`config.mk`:
```
export PLATFORM = sky130hd
export DESIGN_NAME = mbox_ipc_top
export DESIGN_NICKNAME = d
export VERILOG_FILES = /design/src/rtl/mbox_ipc_pkg.sv /design/src/rtl/mbox_decode.sv /design/src/rtl/mbox_word.sv /design/src/rtl/mbox_mutex.sv /design/src/rtl/mbox_ipc_top.sv
export SDC_FILE = /design/constraint.sdc
export NUM_CORES = 1
export LEC_CHECK = 0
export BUFFER_PORTS_ARGS = -buffer_cell sky130_fd_sc_hd__buf_2
export CORE_MARGIN = 8
export CORE_UTILIZATION = 31
export CTS_CLUSTER_SIZE = 8
export DETAILED_ROUTE_END_ITERATION = 6
export SYNTH_ARGS = -nofsm -noshare
export SYNTH_HDL_FRONTEND = slang
export SYNTH_SLANG_ARGS = --single-unit
```
`constraint.sdc`:
```
create_clock -name clk -period 1.3 [get_ports clk]
set_input_delay 0 -clock clk [delete_from_list [all_inputs] [get_ports clk]]
set_output_delay 0 -clock clk [all_outputs]
set_load 0.02 [all_outputs]
```
`src/rtl/mbox_ipc_pkg.sv`:
```
package mbox_ipc_pkg;

    // Word position inside a 16-byte mailbox slot (address bits [3:2]).
    typedef enum logic [1:0] {
        SLOT_DATA = 2'd0,
        SLOT_SET  = 2'd1,
        SLOT_CLR  = 2'd2,
        SLOT_RSVD = 2'd3
    } slot_word_e;

    typedef enum logic {
        MTX_FREE = 1'b0,
        MTX_HELD = 1'b1
    } mtx_state_e;

    typedef struct packed {
        logic wr_full;
        logic wr_set;
        logic wr_clr;
    } box_wr_t;

endpackage

```
`src/rtl/mbox_decode.sv`:
```
module mbox_decode
    import mbox_ipc_pkg::*;
#(
    parameter int ADDR_W    = 8,
    parameter int NUM_BOX   = 2,
    parameter int MUTEX_OFS = 248
) (
    input  logic [ADDR_W-1:0] addr,
    input  logic              we,
    input  logic              re,
    output box_wr_t           wsel [NUM_BOX],
    output logic [NUM_BOX-1:0] rd_hit,
    output logic              mtx_rd,
    output logic              mtx_wr
);
    localparam int SLOT_W = ADDR_W - 4;

    logic       aligned;
    logic       mtx_hit;
    slot_word_e word;

    assign aligned = (addr[1:0] == 2'b00);
    assign word    = slot_word_e'(addr[3:2]);
    assign mtx_hit = (addr == ADDR_W'(MUTEX_OFS));
    assign mtx_rd  = re && mtx_hit;
    assign mtx_wr  = we && mtx_hit;

    for (genvar i = 0; i < NUM_BOX; i++) begin : g_box
        logic hit;
        assign hit             = aligned && (addr[ADDR_W-1:4] == SLOT_W'(i));
        assign wsel[i].wr_full = hit && we && (word == SLOT_DATA);
        assign wsel[i].wr_set  = hit && we && (word == SLOT_SET);
        assign wsel[i].wr_clr  = hit && we && (word == SLOT_CLR);
        assign rd_hit[i]       = hit && re && (word == SLOT_DATA);
    end

    // at most one read source is selected at a time
    always_comb begin
        a_r9_one_read_source: assert ($onehot0({mtx_rd, rd_hit}));
    end

endmodule

```
`src/rtl/mbox_word.sv`:
```
module mbox_word
    import mbox_ipc_pkg::*;
#(
    parameter int DATA_W = 32
) (
    input  logic              clk,
    input  logic              rst_n,
    input  box_wr_t           wsel,
    input  logic [DATA_W-1:0] wdata,
    output logic [DATA_W-1:0] value,
    output logic              irq
);
    always_ff @(posedge clk or negedge rst_n) begin
        if (!rst_n)
            value <= '0;
        else if (wsel.wr_full)
            value <= wdata;
        else if (wsel.wr_set)
            value <= value | wdata;
        else if (wsel.wr_clr)
            value <= value & ~wdata;
    end

    assign irq = |value;

    a_r2_full_replace: assert property (@(posedge clk) disable iff (!rst_n)
        wsel.wr_full |=> value == $past(wdata));

    a_r3_set_or: assert property (@(posedge clk) disable iff (!rst_n)
        wsel.wr_set |=> value == ($past(value) | $past(wdata)));

    a_r4_clr_mask: assert property (@(posedge clk) disable iff (!rst_n)
        wsel.wr_clr |=> value == ($past(value) & ~$past(wdata)));

    a_r10_hold: assert property (@(posedge clk) disable iff (!rst_n)
        !(wsel.wr_full || wsel.wr_set || wsel.wr_clr) |=> $stable(value));

    a_r5_irq_fall_cause: assert property (@(posedge clk) disable iff (!rst_n)
        $fell(irq) |-> $past(wsel.wr_full || wsel.wr_clr));

endmodule

```
`src/rtl/mbox_mutex.sv`:
```
module mbox_mutex
    import mbox_ipc_pkg::*;
(
    input  logic clk,
    input  logic rst_n,
    input  logic rd,
    input  logic wr,
    input  logic wbit,
    output logic grant
);
    mtx_state_e state, state_nxt;
    logic       rel;

    assign rel = wr && wbit;

    // Next state: release is applied before a read in the same cycle.
    always_comb begin
        state_nxt = state;
        unique case (state)
            MTX_FREE: if (rd)        state_nxt = MTX_HELD;  // TAKE
            MTX_HELD: if (rel && !rd) state_nxt = MTX_FREE; // RELEASE
            default:                 state_nxt = MTX_FREE;
        endcase
    end

    always_ff @(posedge clk or negedge rst_n) begin
        if (!rst_n) state <= MTX_FREE;
        else        state <= state_nxt;
    end

    // Outputs: read returns 1 if free after any same-cycle release.
    always_comb begin
        grant = 1'b0;
        unique case (state)
            MTX_FREE: grant = rd;
            MTX_HELD: grant = rd && rel;   // RETAKE
            default:  grant = 1'b0;
        endcase
    end

    a_r6_take_locks: assert property (@(posedge clk) disable iff (!rst_n)
        rd |=> state == MTX_HELD);

    a_r6_busy_zero: assert property (@(posedge clk) disable iff (!rst_n)
        (rd && state == MTX_HELD && !rel) |-> !grant);

    a_r7_release_frees: assert property (@(posedge clk) disable iff (!rst_n)
        (rel && !rd) |=> state == MTX_FREE);

    a_r7_zero_write_ignored: assert property (@(posedge clk) disable iff (!rst_n)
        (wr && !wbit && !rd) |=> $stable(state));

    a_r8_release_then_read: assert property (@(posedge clk) disable iff (!rst_n)
        (rd && rel) |-> grant);

endmodule

```
`src/rtl/mbox_ipc_top.sv`:
```
module mbox_ipc_top
    import mbox_ipc_pkg::*;
#(
    parameter int ADDR_W    = 8,
    parameter int DATA_W    = 32,
    parameter int NUM_BOX   = 2,
    parameter int MUTEX_OFS = 248
) (
    input  logic               clk,
    input  logic               rst_n,
    input  logic [ADDR_W-1:0]  bus_addr,
    input  logic               bus_we,
    input  logic [DATA_W-1:0]  bus_wdata,
    input  logic               bus_re,
    output logic [DATA_W-1:0]  bus_rdata,
    output logic [NUM_BOX-1:0] irq
);
    box_wr_t              wsel    [NUM_BOX];
    logic [NUM_BOX-1:0]   rd_hit;
    logic                 mtx_rd;
    logic                 mtx_wr;
    logic                 mtx_grant;
    logic [DATA_W-1:0]    box_val [NUM_BOX];

    mbox_decode #(
        .ADDR_W   (ADDR_W),
        .NUM_BOX  (NUM_BOX),
        .MUTEX_OFS(MUTEX_OFS)
    ) u_decode (
        .addr  (bus_addr),
        .we    (bus_we),
        .re    (bus_re),
        .wsel  (wsel),
        .rd_hit(rd_hit),
        .mtx_rd(mtx_rd),
        .mtx_wr(mtx_wr)
    );

    for (genvar i = 0; i < NUM_BOX; i++) begin : g_box
        mbox_word #(.DATA_W(DATA_W)) u_word (
            .clk  (clk),
            .rst_n(rst_n),
            .wsel (wsel[i]),
            .wdata(bus_wdata),
            .value(box_val[i]),
            .irq  (irq[i])
        );
    end

    mbox_mutex u_mutex (
        .clk  (clk),
        .rst_n(rst_n),
        .rd   (mtx_rd),
        .wr   (mtx_wr),
        .wbit (bus_wdata[0]),
        .grant(mtx_grant)
    );

    always_comb begin
        bus_rdata = '0;
        for (int i = 0; i < NUM_BOX; i++)
            if (rd_hit[i]) bus_rdata = box_val[i];
        if (mtx_rd) bus_rdata = {{(DATA_W-1){1'b0}}, mtx_grant};
    end

    a_r11_idle_rdata_zero: assert property (@(posedge clk) disable iff (!rst_n)
        !bus_re |-> bus_rdata == '0);

endmodule

```
==> impl_metrics.yaml <==
detailed_routing:
  drc: 0
  dr.pass1.iters: 5
  finalWirelength_mm: 12.5
  viasPerCell: 5.45
  wl_per_cell_um: 18.7
  vias: 3641
  drt_iter0_markers: 201
  antenna_left: 0
layout:
  layout.cells.non_filler: 668
  final_util_pct: 48.3
  drive_above_1_share_pct: 36.0
  nFillCells: 1074
  n_antenna_cell: 0
  fin_nets: 564
  synthToLayoutAreaGrowth_pct: 52.5
critical_path:
  crit_chain: "nor4_4 -> nand4_1 -> or2_4 -> buf_6"
  critPathTopFamily: "simple AND/OR/NAND/NOR gates"
  cp_data_required_time_ps: 1300
  critPathMaxStageDelay_ps: 410
  crit_arrival_ps: 1690
  start_kind: "register"
  r2r_setup_slack_ps: 320
  r2r_cells: 3
  worstPathBufferInverterCount: 1
  crit_type: "reg2out"
  crit_path_end_kind: "output port"
  critPathMaxFanout: 2
  cp_slowest_cell: "dfrtp_1"
logic_synthesis:
  synth_cell_types: 22
  yosys.area.top_type: "dfrtp_1"
  ys_seq_elements: 65
  avgSynthCellArea_um2: 10.1
  syn_nets: 400
  synthCells: 356
  ys.flop_type: "dfrtp_1"
  async_flop_share_pct: 100
  synth_edf_count: 0
  ys_seq_area_share_pct: 45.2
  synthDominantCellAreaShare_pct: 45.2
  syn_area_mm2: 0.00360
  ys_warn_count: 0
  ys_top_cells_by_count: "dfrtp_1 (65), nand3_1 (65), a22o_1 (64)"
  yosys-top-cells-area: "dfrtp_1 (45%), a22o_1 (16%), nand3_1 (9.0%)"
floorplanning:
  die_height_um: 124
  ios: 78
  rows: 39
  core_mm2: 0.0114
  die_area_mm2: 0.0153
  die_w_um: 124
  start_util_pct: 31.6
clock_tree:
  path_clk_slew_ps: 60
  tritoncts: "built"
  clk_path_buf_depth: 2
  h-tree-depth: 3
  clockRootBuffer: "clkbuf_16"
  cts_sinks: 65
  clock_latency_ps: 330
  cts-buffers-inserted: 9
global_route:
  track_usage_pct: 16.8
  grt_first_pass_wirelength_mm: 20.4
  grt_util_met2_pct: 26.7
  use_met1_pct: 22.2
  grt-ovfl-total: 0
  busiest_layer: "met2"
  met3_usage_pct: 2.27
  antenna_found_initial: 0
  grt_pass1_vias: 3915
  grt_max_degree: 66
power:
  peakVddDrop_mv: 0.540
  pwr_density_cell_mw_per_mm2: 1100
  power_leakage_nw: 2.56
timing:
  max_slew.worst_pin.slew_ps: 371
  fin_tns_setup_ps: -831
  min_period_over_period_pct: 130
  timing.final.ws_setup_ps: -392
  rsz0062_at_grt: "yes"
  clock.fmax_mhz: 591
  maxSlewViolCount: 0
  relSlewSlack_pct: 75.2
  fin_worst_skew_ps: 0
  hold_viol: 0
  timing.final.crit_period_ps: 1690
  setup_violations: 3
worst_hold_path:
  hold_path_depth: 3
  hp-class: "in2reg"
  min_from: "bus_we"
  min_to: "u_mutex.state$_DFF_PN0_"
placement:
  post-dp-hpwl_mm: 8.30
  io_buffers: 77
  dp.cells: 617
  gp_congestion: 0.789
outcome:
  status: "finished, violations left"
  violations: "negative setup slack"
job:
  cap_viol_max_count: 0
==> per-layer routing <==
layer | wire, um | up-vias
met1 | 5580 | 1805
li1 | - | 1672
met2 | 5830 | 149
met5 | 0 | -
met3 | 820 | 15
met4 | 237 | 0
==> kinds of logic (layout without fill, tap and decap cells) <==
family                 count (synthesis)  after routing  share of synthesized area, %
AOI/OAI and AO/OA                     67             67                          16.2
buffers and inverters                 31            200                          3.86
DFF                                   65             65                          45.2
and+or+nand+nor                      161            161                          25.8
muxes                                 32             32                          8.90
==> final cells by class <==
cell class | count | area [um^2] | share of cell area (%)
clock inverter | 4 | 51.3 | 0.935
multi-input combinational | 260 | 1980 | 36.1
clock buffer | 12 | 256 | 4.68
inverter | 1 | 3.75 | 0.0684
timing repair buffer | 183 | 1390 | 25.4
sequential | 65 | 1630 | 29.6
tap | 143 | 179 | 3.26
==> power breakdown <==
group          leakage, nW  internal [mW]  switching (mW)
logic                 1.52          0.682           0.510
clock network        0.149           1.59           0.908
registers            0.885           2.19           0.151
total                 2.56           4.46            1.57
==> timing repair <==
action / CTS / global route
pin swaps: 7 / 9
hold endpoints to repair: 129 / 0
hold buffers: 33 / 0
endpoints found under the setup margin: 13 / 8
gates resized for setup: 17 / 20
buffers inserted: 3 / 4
==> per-stage QoR <==
stage               hold slack [ps]  cell area [um^2]  total power, mW  setup WS [ps]
global route                   80.2              5490             6.25           -437
finish                         34.8              5490             6.03           -392
CTS                            36.9              5400             5.99           -385
global placement               45.7              4660             3.34           -196
detailed placement             44.0              4660             3.36           -195
floorplan                      -296              3600             2.80           36.3
==> how the worst max path moves through the flow <==
stage                start       end  slack, ps  cells past startpoint
3_5_place_dp      register    irq[0]       -190                      5
5_1_grt           register    irq[0]       -440                      4
4_1_cts           register    irq[0]       -380                      4
6_report          register    irq[0]       -390                      4
2_1_floorplan  bus_addr[4]  register         40                      5
3_3_place_gp      register    irq[0]       -200                      4
==> worst register-to-register path: stages, from the launching register on <==
cell and delay [ps]:
dfrtp_1 410, buf_4 150, buf_6 110, a22o_1 190
==> cell usage in the layout, fill, tap and decap left out, types with 2 or more instances in the layout <==
cell type and n:
buf_6 8, nor4_2 10, clkbuf_16 9, or2_4 2, nand3_1 65, buf_2 68, mux2i_1 30, clkbuf_8 2
nand2b_1 33, dlygate4sd3_1 33, nor4_1 3, dfrtp_1 65, a22o_1 64, nor4b_4 5, nor4_4 4, nor2_1 32
buf_4 68, mux2i_2 2, nand4_1 5, buf_12 6
No activity file was read; power rests on OpenSTA's default activity.
